<file path="src/rtl/uart_mode_pkg.sv">
package uart_mode_pkg;

  typedef enum logic [2:0] {
    MODE_BYTE        = 3'd0,
    MODE_STD         = 3'd1,
    MODE_STRAP_DEEP  = 3'd2,
    MODE_ENH         = 3'd3,
    MODE_LEGACY_DEEP = 3'd4
  } fifo_mode_e;

  localparam logic [2:0] OFS_DATA = 3'd0;
  localparam logic [2:0] OFS_CTRL = 3'd2;
  localparam logic [2:0] OFS_LINE = 3'd3;
  localparam logic [2:0] OFS_STAT = 3'd5;
  localparam logic [7:0] LCR_KEY  = 8'hBF;

  typedef struct packed {
    logic [7:0] lcr;
    logic       fifo_en;
    logic       deep;
    logic       enh;
  } chan_cfg_t;

  // precedence: enable, then enhanced, then strap, then extension bit
  function automatic fifo_mode_e mode_of(logic fifo_en, logic enh,
                                         logic strap, logic deep);
    if (!fifo_en) return MODE_BYTE;
    if (enh)      return MODE_ENH;
    if (strap)    return MODE_STRAP_DEEP;
    if (deep)     return MODE_LEGACY_DEEP;
    return MODE_STD;
  endfunction

  function automatic int depth_of(fifo_mode_e m, int mid, int max);
    case (m)
      MODE_BYTE: return 1;
      MODE_STD:  return mid;
      default:   return max;
    endcase
  endfunction

endpackage

</file>
<file path="src/rtl/uart_mode_decode.sv">
module uart_mode_decode
  import uart_mode_pkg::*;
#(
  parameter int CNT_W     = 8,
  parameter int MID_DEPTH = 16,
  parameter int MAX_DEPTH = 128
) (
  input  logic             fifo_en,
  input  logic             enh,
  input  logic             strap,
  input  logic             deep,
  output fifo_mode_e       mode,
  output logic [CNT_W-1:0] depth
);
  assign mode  = mode_of(fifo_en, enh, strap, deep);
  assign depth = CNT_W'(depth_of(mode, MID_DEPTH, MAX_DEPTH));
endmodule

</file>
<file path="src/rtl/uart_mode_regs.sv">
module uart_mode_regs
  import uart_mode_pkg::*;
#(
  parameter int ADDR_W = 3,
  parameter int DATA_W = 8
) (
  input  logic              clk,
  input  logic              rst_n,
  input  logic              wr,
  input  logic [ADDR_W-1:0] addr,
  input  logic [DATA_W-1:0] wdata,
  input  logic              strap_in,
  output chan_cfg_t         cfg_q,
  output chan_cfg_t         cfg_nxt,
  output logic              strap_q,
  output logic              clr_rx,
  output logic              clr_tx
);
  logic ctrl_wr, line_wr;

  assign ctrl_wr = wr && (addr == ADDR_W'(OFS_CTRL));
  assign line_wr = wr && (addr == ADDR_W'(OFS_LINE));

  always_comb begin
    cfg_nxt = cfg_q;
    clr_rx  = 1'b0;
    clr_tx  = 1'b0;
    if (ctrl_wr) begin
      if (cfg_q.lcr == LCR_KEY) begin
        cfg_nxt.enh = wdata[4];
      end else begin
        cfg_nxt.fifo_en = wdata[0];
        if (cfg_q.lcr[7]) cfg_nxt.deep = wdata[5];
        clr_rx = wdata[1];
        clr_tx = wdata[2];
      end
    end
    if (line_wr) cfg_nxt.lcr = wdata[7:0];
  end

  always_ff @(posedge clk or negedge rst_n) begin
    if (!rst_n) begin
      cfg_q   <= '0;
      strap_q <= 1'b0;
    end else begin
      cfg_q   <= cfg_nxt;
      strap_q <= strap_in;
    end
  end
endmodule

</file>
<file path="src/rtl/uart_byte_fifo.sv">
module uart_byte_fifo #(
  parameter int DATA_W    = 8,
  parameter int MAX_DEPTH = 128,
  parameter int CNT_W     = 8
) (
  input  logic              clk,
  input  logic              rst_n,
  input  logic              flush,
  input  logic [CNT_W-1:0]  limit,
  input  logic              push,
  input  logic [DATA_W-1:0] push_data,
  input  logic              pop,
  output logic [DATA_W-1:0] head,
  output logic [CNT_W-1:0]  count,
  output logic              full,
  output logic              empty
);
  localparam int PTR_W = (MAX_DEPTH > 1) ? $clog2(MAX_DEPTH) : 1;
  localparam logic [PTR_W-1:0] PTR_LAST = PTR_W'(MAX_DEPTH - 1);

  logic [DATA_W-1:0] mem [MAX_DEPTH];
  logic [PTR_W-1:0]  wr_ptr, rd_ptr;
  logic              push_ok, pop_ok;

  assign full    = (count >= limit);
  assign empty   = (count == '0);
  assign push_ok = push && !full;
  assign pop_ok  = pop && !empty;
  assign head    = mem[rd_ptr];

  function automatic logic [PTR_W-1:0] bump(logic [PTR_W-1:0] p);
    return (p == PTR_LAST) ? '0 : p + 1'b1;
  endfunction

  always_ff @(posedge clk) begin
    if (push_ok && !flush) mem[wr_ptr] <= push_data;
  end

  always_ff @(posedge clk or negedge rst_n) begin
    if (!rst_n) begin
      wr_ptr <= '0;
      rd_ptr <= '0;
      count  <= '0;
    end else if (flush) begin
      wr_ptr <= '0;
      rd_ptr <= '0;
      count  <= '0;
    end else begin
      if (push_ok) wr_ptr <= bump(wr_ptr);
      if (pop_ok)  rd_ptr <= bump(rd_ptr);
      case ({push_ok, pop_ok})
        2'b10:   count <= count + 1'b1;
        2'b01:   count <= count - 1'b1;
        default: count <= count;
      endcase
    end
  end
endmodule

</file>
<file path="src/rtl/uart_fifo_mode_ctrl.sv">
module uart_fifo_mode_ctrl
  import uart_mode_pkg::*;
#(
  parameter int ADDR_W    = 3,
  parameter int DATA_W    = 8,
  parameter int MID_DEPTH = 16,
  parameter int MAX_DEPTH = 128,
  localparam int CNT_W    = $clog2(MAX_DEPTH + 1)
) (
  input  logic              clk,
  input  logic              rst_n,
  input  logic              fifo_sel,
  input  logic [ADDR_W-1:0] bus_addr,
  input  logic              bus_wr,
  input  logic [DATA_W-1:0] bus_wdata,
  input  logic              bus_rd,
  output logic [DATA_W-1:0] bus_rdata,
  input  logic              ser_tx_pop,
  output logic [DATA_W-1:0] ser_tx_data,
  input  logic              ser_rx_push,
  input  logic [DATA_W-1:0] ser_rx_data,
  output logic              tx_empty,
  output logic              tx_full,
  output logic              rx_empty,
  output logic              rx_full,
  output logic [2:0]        mode_code,
  output logic [CNT_W-1:0]  fifo_depth,
  output logic              legacy750_en
);
  chan_cfg_t        cfg_q, cfg_nxt;
  logic             strap_q, clr_rx, clr_tx;
  fifo_mode_e       mode_cur, mode_nxt;
  logic [CNT_W-1:0] depth_cur, depth_nxt;
  logic             flush_all, tx_flush, rx_flush;
  logic             thr_wr, rbr_rd;
  logic [DATA_W-1:0] tx_head, rx_head;
  logic [CNT_W-1:0] tx_count, rx_count;

  uart_mode_regs #(.ADDR_W(ADDR_W), .DATA_W(DATA_W)) u_regs (
    .clk(clk), .rst_n(rst_n), .wr(bus_wr), .addr(bus_addr),
    .wdata(bus_wdata), .strap_in(fifo_sel),
    .cfg_q(cfg_q), .cfg_nxt(cfg_nxt), .strap_q(strap_q),
    .clr_rx(clr_rx), .clr_tx(clr_tx)
  );

  uart_mode_decode #(.CNT_W(CNT_W), .MID_DEPTH(MID_DEPTH), .MAX_DEPTH(MAX_DEPTH)) u_dec_cur (
    .fifo_en(cfg_q.fifo_en), .enh(cfg_q.enh), .strap(strap_q), .deep(cfg_q.deep),
    .mode(mode_cur), .depth(depth_cur)
  );

  uart_mode_decode #(.CNT_W(CNT_W), .MID_DEPTH(MID_DEPTH), .MAX_DEPTH(MAX_DEPTH)) u_dec_nxt (
    .fifo_en(cfg_nxt.fifo_en), .enh(cfg_nxt.enh), .strap(fifo_sel), .deep(cfg_nxt.deep),
    .mode(mode_nxt), .depth(depth_nxt)
  );

  assign flush_all = (depth_nxt != depth_cur) || (cfg_nxt.fifo_en != cfg_q.fifo_en);
  assign tx_flush  = flush_all || clr_tx;
  assign rx_flush  = flush_all || clr_rx;
  assign thr_wr    = bus_wr && (bus_addr == ADDR_W'(OFS_DATA));
  assign rbr_rd    = bus_rd && (bus_addr == ADDR_W'(OFS_DATA));

  uart_byte_fifo #(.DATA_W(DATA_W), .MAX_DEPTH(MAX_DEPTH), .CNT_W(CNT_W)) u_tx_fifo (
    .clk(clk), .rst_n(rst_n), .flush(tx_flush), .limit(depth_cur),
    .push(thr_wr), .push_data(bus_wdata), .pop(ser_tx_pop),
    .head(tx_head), .count(tx_count), .full(tx_full), .empty(tx_empty)
  );

  uart_byte_fifo #(.DATA_W(DATA_W), .MAX_DEPTH(MAX_DEPTH), .CNT_W(CNT_W)) u_rx_fifo (
    .clk(clk), .rst_n(rst_n), .flush(rx_flush), .limit(depth_cur),
    .push(ser_rx_push), .push_data(ser_rx_data), .pop(rbr_rd),
    .head(rx_head), .count(rx_count), .full(rx_full), .empty(rx_empty)
  );

  assign mode_code    = mode_cur;
  assign fifo_depth   = depth_cur;
  assign legacy750_en = (mode_cur == MODE_LEGACY_DEEP);
  assign ser_tx_data  = tx_empty ? '0 : tx_head;

  always_comb begin
    bus_rdata = '0;
    case (bus_addr)
      ADDR_W'(OFS_DATA): bus_rdata = rx_empty ? '0 : rx_head;
      ADDR_W'(OFS_CTRL): begin
        if (cfg_q.lcr == LCR_KEY) bus_rdata[4] = cfg_q.enh;
        else begin
          bus_rdata[7] = cfg_q.fifo_en;
          bus_rdata[6] = cfg_q.fifo_en;
        end
      end
      ADDR_W'(OFS_LINE): bus_rdata = cfg_q.lcr;
      ADDR_W'(OFS_STAT): begin
        bus_rdata[0] = !rx_empty;
        bus_rdata[1] = rx_full;
        bus_rdata[5] = !tx_full;
        bus_rdata[6] = tx_empty;
        bus_rdata[7] = tx_full;
      end
      default: bus_rdata = '0;
    endcase
  end
endmodule

</file>
<file path="config.mk">
export PLATFORM = sky130hd
export DESIGN_NAME = uart_fifo_mode_ctrl
export DESIGN_NICKNAME = d
export VERILOG_FILES = /design/src/rtl/uart_mode_pkg.sv /design/src/rtl/uart_mode_decode.sv /design/src/rtl/uart_mode_regs.sv /design/src/rtl/uart_byte_fifo.sv /design/src/rtl/uart_fifo_mode_ctrl.sv
export SDC_FILE = /design/constraint.sdc
export NUM_CORES = 2
export LEC_CHECK = 0
export BUFFER_PORTS_ARGS = -buffer_cell sky130_fd_sc_hd__buf_2
export CORE_ASPECT_RATIO = 0.5
export CORE_MARGIN = 1
export CORE_UTILIZATION = 40
export DETAILED_ROUTE_END_ITERATION = 8
export GPL_TIMING_DRIVEN = 0
export SLEW_MARGIN = 20
export SYNTH_ARGS = -nofsm -noshare
export SYNTH_HDL_FRONTEND = slang
export SYNTH_SLANG_ARGS = --single-unit
</file>
<file path="constraint.sdc">
create_clock -name clk -period 4.28 [get_ports clk]
set_clock_uncertainty 0.1 [all_clocks]
set_input_delay 0.214 -clock clk [delete_from_list [all_inputs] [get_ports clk]]
set_output_delay 0.214 -clock clk [all_outputs]
set_load 0.005 [all_outputs]
</file>
* Yosys cells after proc, flatten, opt, wreduce, memory -nomap -nowiden
Memories as Yosys holds them, arrays and structs flattened. Index checks and enable logic that the tools add are counted.
Cells by class: $add $sub $neg 8, shifts and indexed selects 0, divide/modulo/power cells 0, reductions and logical operators 30, muxes and demuxes 73, equality and inequality tests 17, multiply operators 0, bitwise logic cells 0, magnitude comparators 2
Operator list (count):
- 2-to-1 mux 7 bit | 12
- one-hot mux 8 bit (2 select lines) | 4
- 2-to-1 mux 3 bit | 17
- 2-to-1 mux 8 bit | 4
- 2-to-1 mux 1 bit | 29
- adder 7 x 1 -> 7 bit, second input constant | 4
- equality test 7 bit, second input constant | 4
- adder 8 x 1 -> 8 bit, second input constant | 2
- >= comparator 8 bit | 2
- zero test 8 bit | 2
- subtractor 8 x 1 -> 8 bit, second input constant | 2
- logical AND 1 bit | 10
- zero test 3 bit | 3
- equality test 8 bit, second input constant | 1
- inequality test 8 bit | 1
- one-hot mux 2 bit (4 select lines) | 1
- nonzero test 2 bit | 4
- equality test 3 x 1 -> 1 bit, second input constant | 2
- equality test 3 x 2 -> 1 bit, second input constant | 2
- equality test 3 bit, second input constant | 2
- zero test 1 bit | 6
- one-hot mux 1 bit (3 select lines) | 2
- one-hot mux 2 bit (3 select lines) | 1
- nonzero test 3 bit | 2
- other kinds (6) | 11
Word-level totals: bits in registers 56, logic and storage cells 143, ROM bits 0, memories kept 2, bits in writable memories 2048, output and inout port bits 32, input bits 26, latch bits 0
Memories:
- u_rx_fifo.mem | words 128, width 8, read ports 1, clocked after memory_dff 0, wr ports 1, RTL line uart_byte_fifo.sv:21 | logic [DATA_W-1:0] mem [MAX_DEPTH];
- u_tx_fifo.mem | words 128, width 8, read ports 1, clocked after memory_dff 0, wr ports 1, RTL line uart_byte_fifo.sv:21

* Longest topological paths before layout
word-level depth 23, mapped depth 17, depth with buffers taken out 15

* Cells and area by module
A second synthesis with hierarchy kept.
Unflattened totals: cell total of the unflattened synthesis 4233, area, all modules 83757.8 um2
Modules (own cells, without submodules):
- uart_byte_fifo (u_rx_fifo) | seq. area each 31300.0 um2, area each 41399.7 um2, instances 1, cells each 2061
- uart_byte_fifo (u_tx_fifo) | seq. area each 31300.0 um2, area each 41208.3 um2, instances 1, cells each 2040
- uart_mode_regs | seq. area each 300.3 um2, area each 509.2 um2, instances 1, cells each 36
- uart_fifo_mode_ctrl | seq. area each 0.0 um2, area each 440.4 um2, instances 1, cells each 66
- uart_mode_decode | seq. area each 0.0 um2, area each 100.1 um2, instances 2, cells each 15

* Worst setup path before layout
No wires, ideal clock.
path kind reg2reg, start register u_regs.cfg_q[0] (netlist name), end register u_tx_fifo.count[7], data arrival time 3.643 ns, path buffers 2, setup time 0.124 ns, required time 4.056 ns, stages on the path, launching flop included 18, setup slack 0.413 ns, period minus slack after synthesis 3.867 ns, cells stage by stage dfrtp_1 nor2_1 nand3b_1 ha_1 o21ai_0 nand2_1 a211oi_4 buf_2 buf_4 nor2_1 ha_1 a21o_1 a211oi_1 nor2_1 o41ai_1 nor3b_1 o21ai_0 nor3b_1
On the way: word-level cells in the longest chain between the ends 15, elaborated cells between the ends (all ways) 37, those cells by class order compare: 1; eq/ne: 5; mux: 24; reduce/logical: 7
Ends and longest elaborated chain:
- 2-to-1 mux 3 bit or 2-to-1 mux 1 bit (tied branches) | RTL line uart_mode_pkg.sv:28, uart_mode_regs.sv:29
- 2-to-1 mux 3 bit, on equally long branches | RTL line uart_mode_pkg.sv:29, uart_mode_regs.sv:28
- 2-to-1 mux 3 bit, on equally long branches | RTL line uart_mode_pkg.sv:30, uart_mode_pkg.sv:28
- 2-to-1 mux 3 bit, on equally long branches | RTL line uart_mode_pkg.sv:31, uart_mode_pkg.sv:29
- 2-to-1 mux 3 bit | RTL line uart_mode_pkg.sv:30 | if (deep) return MODE_LEGACY_DEEP;
- 2-to-1 mux 3 bit, on equally long branches | RTL line uart_mode_pkg.sv:29, uart_mode_pkg.sv:31
- 2-to-1 mux 3 bit, on equally long branches | RTL line uart_mode_pkg.sv:28, uart_mode_pkg.sv:30
- equality test 3 x 1 -> 1 bit, or another cell as far along | RTL line uart_mode_pkg.sv:35 | case (m)
- one-hot mux 8 bit (2 select lines) or 2-to-1 mux 3 bit (tied branches) | RTL line uart_mode_pkg.sv:35, uart_mode_pkg.sv:28
- >= comparator 8 bit, or another cell as far along | RTL line uart_byte_fifo.sv:25 | assign full = (count >= limit);
- zero test 1 bit or one-hot mux 8 bit (2 select lines) (tied branches) | RTL line uart_byte_fifo.sv:27, uart_mode_pkg.sv:35
- logical AND 1 bit or inequality test 8 bit (tied branches) | RTL line uart_byte_fifo.sv:27, uart_fifo_mode_ctrl.sv:56
- equality test 2 x 1 -> 1 bit, or another cell as far along | RTL line uart_byte_fifo.sv:51 | case ({push_ok, pop_ok})
- one-hot mux 8 bit (2 select lines) or logical OR 1 bit (tied branches) | RTL line uart_byte_fifo.sv:51, uart_fifo_mode_ctrl.sv:57
- 2-to-1 mux 8 bit or nonzero test 3 bit (tied branches)
- end signal: assignment | RTL line uart_byte_fifo.sv:52 | 2'b10: count <= count + 1'b1;
- end signal: assignment | RTL line uart_byte_fifo.sv:53 | 2'b01: count <= count - 1'b1;
- end signal: assignment | RTL line uart_byte_fifo.sv:54 | default: count <= count;
- end: declaration | RTL line uart_byte_fifo.sv:14 | output logic [CNT_W-1:0] count,
Several ways; a longest one is shown, not always the timed one. The select of a mux whose other input is x is not followed. A chain may end at the register's enable or synchronous reset.

* Final worst setup path
start register u_regs.cfg_q[6] (netlist name), end memory u_tx_fifo.mem[114][2] (enable)
On the way: elaborated cells between the ends (all ways) 30, those cells by class eq/ne: 4; mux: 21; reduce/logical: 5
RTL lines:
- equality test 8 bit (*) | RTL line uart_mode_regs.sv:29 | if (cfg_q.lcr == LCR_KEY) begin
- 2-to-1 mux 1 bit (*) | RTL line uart_mode_regs.sv:29
- 2-to-1 mux 3 bit (*) | RTL line uart_mode_regs.sv:28 | if (ctrl_wr) begin
- named net u_dec_nxt.enh | RTL line uart_mode_decode.sv:9 | input logic enh,
- 2-to-1 mux 3 bit | RTL line uart_mode_pkg.sv:28 | if (enh) return MODE_ENH;
- 2-to-1 mux 3 bit | RTL line uart_mode_pkg.sv:29 | if (strap) return MODE_STRAP_DEEP;
- 2-to-1 mux 3 bit | RTL line uart_mode_pkg.sv:30
- 2-to-1 mux 3 bit | RTL line uart_mode_pkg.sv:31 | return MODE_STD;
- [... 4 more ...]
- one-hot mux 8 bit (2 select lines) (*) | RTL line uart_mode_pkg.sv:35
- inequality test 8 bit (*) | RTL line uart_fifo_mode_ctrl.sv:56 | assign flush_all = (depth_nxt != depth_cur) || (cfg_nxt.fifo_en != cfg_q.fifo_en);
- logical OR 1 bit (*) | RTL line uart_fifo_mode_ctrl.sv:56
- logical OR 1 bit (*) | RTL line uart_fifo_mode_ctrl.sv:57 | assign tx_flush = flush_all || clr_tx;
- zero test 1 bit (*) | RTL line uart_byte_fifo.sv:36 | if (push_ok && !flush) mem[wr_ptr] <= push_data;
- logical AND 1 bit (*) | RTL line uart_byte_fifo.sv:36
- 2-to-1 mux 1 bit (*) | RTL line uart_byte_fifo.sv:36
- 2-to-1 mux 1 bit (implied by the code) (*) | RTL line uart_byte_fifo.sv:36
- end: declaration | RTL line uart_byte_fifo.sv:21
The timed path passes the listed nets; every way through them passes the cells marked *. The select of a mux whose other input is x is not followed.

==> flow_metrics.tcl <==
set metrics [dict create \
    status "finished with violations" \
    violations "setup timing" \
    clkTransAtPathRegs_ns 0.06 \
    fin_hold_ws_ns 0.198 \
    cts_sinks 2104 \
    area_growth_pct 16.4 \
    synth-seq-cells 2104 \
    core_area_sq_um 205000 \
    drive_above_1_share 0.319 \
    io_buffer_count 52 \
    postRouteAntennaNets 0 \
    grt_pass1_vias 42500 \
    power.density_nw_per_um2 520 \
    sequentialPowerShare 0.454 \
    cts-htree-levels 4 \
    cp_num_buf_inv 1 \
    p_sw_uw 13500 \
    path_max_fanout 10 \
    worst_slack_ns -0.125 \
    avgViaCountPerCell 5.94 \
    synthDistinctLibCells 71 \
    worstSetupPathType "reg2reg" \
    die_area_sq_um 210000 \
    crit_slowest_cell "nor2_2" \
    ys.flop_type "edfxtp_1" \
    yosys.area.top_type "edfxtp_1" \
    p_comb_frac 0.208 \
    path_cells "nand4b_1 > nor4_1 > mux2_2 > nor4b_2 > xnor2_2 > buf_4 > nand4_2 > nor2_2" \
    route.detailed.drc 0 \
    rsz0062_at_grt "true" \
    hold_path_depth 4 \
    critPathLaunchType "register" \
    cts_root_buf "clkbuf_16" \
    crit_family "simple AND/OR/NAND/NOR gates" \
    cts_tree "done" \
    finalNonFillerCells 7187 \
    r2r-end "u_tx_fifo.mem[114][2]" \
    hold_path_class "in2reg" \
    arrival_ns 4.77 \
    first_iter_violations 5509 \
    intPower_uw 36800 \
    final_nets 4349 \
    dp_hpwl_um 150000 \
    routed_wl_um 230000 \
    wire_per_inst_um 32.1 \
    start_util 0.406 \
    dp_cells 6767 \
    grt_pass1_wl_um 325000 \
    worstSkewPairLatency_ns 0.83 \
    endpoint_kind "register" \
    fill_cells 16700 \
    track_usage 0.218 \
    max_slew_margin 0.0902 \
    setup_viol 386 \
    synth.area.top_cells "edfxtp_1, mux4_2, mux2i_1, dfrtp_1, nor2_1" \
    syn-cell-area_sq_um 83200 \
    seq_area_frac_synth 0.756 \
    yosysMostFrequentCell "edfxtp_1" \
    power_leakage_uw 0.0292 \
    switching_share 0.269 \
    syn_area_per_cell_sq_um 21.0 \
    hold_violations 0 \
    grt_remaining_overflow 0 \
    netlist.area_leader.share 0.739 \
    cts_buffers 194 \
    ff2ff_path_depth 8 \
    rows 117 \
    maxCapViolations 0 \
    worstPathRequired_ns 4.64 \
    die_w_um 647 \
    chipHeight_um 324 \
    r2r_setup_slack_ns -0.13 \
    min_from "bus_addr[2]" \
    tightestPinTransition_ns 1.36 \
    whs_endpoint "u_regs.cfg_q[5]" \
    cp.depth 8 \
    gp_congestion 1.01 \
    netlist_instances 3953 \
    vias 42700 \
    finalCritPeriodShare 1.03 \
    cp_slowest_stage_delay_ns 0.79 \
    yosys-top-cells-count "edfxtp_1, mux4_2, nor2_1, mux2i_1, clkbuf_1" \
    synth_async_sr_flop_share 0.0266 \
    irDropWorstVdd_v 0.000355 \
    max_freq_mhz 227 \
    synth_edf_count 2048 \
    grt_start_max_net_pins 100 \
    first_pass_iters 5 \
    antenna_found_initial 8 \
    pwr-share-clk 0.337 \
    fin_util 0.472 \
    reg2reg_from "u_regs.cfg_q[6]" \
    synth_warnings 0 \
    io_pins 58 \
    slew_viol_final 0 \
    cts_buffer_depth 4 \
    post-route-min-period_ns 4.41 \
]
metal layers:
metal  up-vias  GRT usage  share of wire
met5         -          0        0.00012
li1      17300          -              -
met2      2095      0.344           0.47
met4         4     0.0761          0.036
met1     22900      0.307           0.41
met3       428     0.0387          0.081
final cells by class:
type / count / area (sq um) / share of cell area
diodes: 4 / 10.0 / 0.000103
plain buffers: 231 / 2150 / 0.0222
repair buffers: 149 / 1560 / 0.0161
well taps: 2737 / 3420 / 0.0354
multi-input cells: 1601 / 20600 / 0.213
flip-flops and latches: 2104 / 62900 / 0.650
clock inverters: 101 / 906 / 0.00936
inverters: 18 / 71.3 / 0.000737
clock buffers: 242 / 5140 / 0.0531
flip-flops by register name, indices dropped and copies added (netlist names):
signal            flops
u_regs.cfg_q         11
u_regs.strap_q        1
u_rx_fifo.count       8
u_rx_fifo.mem      1024
u_rx_fifo.rd_ptr      7
u_rx_fifo.wr_ptr      7
u_tx_fifo.count       8
u_tx_fifo.mem      1024
u_tx_fifo.rd_ptr      7
u_tx_fifo.wr_ptr      7
logic make-up after synthesis:
group           Yosys count  synth area share
compound gates          299            0.0261
xor+xnor                 30           0.00325
fa+ha+maj                24           0.00379
buf+inv                 252            0.0162
flops                  2104             0.756
mux                     716             0.165
other cells               1         0.0000451
simple gates            527            0.0299
layout by cell type, fill, tap and decap left out, drive strengths merged, types with 5 or more instances in the layout:
master / instances
edfxtp: 2048
mux4: 520
clkbuf: 328
nor2: 289
buf: 261
mux2i: 175
clkinv: 73
nor3: 59
nand2: 58
dfrtp: 56
a21oi: 51
a221oi: 50
o21ai: 45
dlygate4sd3: 29
o22ai: 29
o221ai: 27
nand3: 25
nand4: 24
ha: 22
mux2: 21
a22o: 20
inv: 20
a211oi: 20
xnor2: 17
bufinv: 16
nor2b: 15
xor2: 13
nand2b: 11
and3: 10
clkinvlp: 10
o21a: 8
o211ai: 8
and2: 7
a22oi: 7
a2111oi: 7
a21o: 6
nand3b: 5
conb: 5
nor3b: 5
power groups by stage:
stage | sequential, uW | clock (uW) | combinational, uW
detailed placement | 23300 | 0 | 9630
finish | 22900 | 17000 | 10500
global placement | 23300 | 0 | 9500
floorplan | 23300 | 0 | 5880
CTS | 22900 | 17200 | 10300
global route | 22900 | 17900 | 10900
worst max path at each step:
stage | start | endpoint | slack [ns]
after floorplan | u_regs.cfg_q[0] | u_tx_fifo.count[7] | 0.41
after global placement | bus_wdata[0] | u_tx_fifo.mem[28][1] | -1.54
after global routing | u_regs.cfg_q[6] | u_rx_fifo.mem[76][6] | -0.27
final | u_regs.cfg_q[6] | u_tx_fifo.mem[114][2] | -0.13
after CTS | u_regs.cfg_q[6] | u_rx_fifo.mem[98][0] | -0.26
after detailed placement | u_regs.cfg_q[0] | u_tx_fifo.count[7] | -0.65
tightest hold or removal path: stages:
cell,delay [ns]
buf_2,0.13
nor2_1,0.18
nand3_1,0.36
mux2_2,0.22
stage by stage:
stage,setup TNS (ns),power [uW],area [sq um],setup slack (ns)
2_1_floorplan,0,29100,83200,0.413
3_3_place_gp,-2449.30,32800,86900,-1.54
3_5_place_dp,-331.18,32900,87700,-0.655
4_1_cts,-39.65,50400,95800,-0.263
5_1_grt,-150.16,51700,96800,-0.269
6_report,-20.84,50400,96800,-0.125
what timing repair did:
item / 4_1_cts / 5_1_grt
endpoints found under the hold margin: 1448 / 0
buffers inserted: 30 / 17
gates resized for setup: 492 / 207
pin swaps: 7 / 13
endpoints found under the setup margin: 1299 / 1811
hold buffers: 29 / 0
Power figures use the tool's default switching activity.
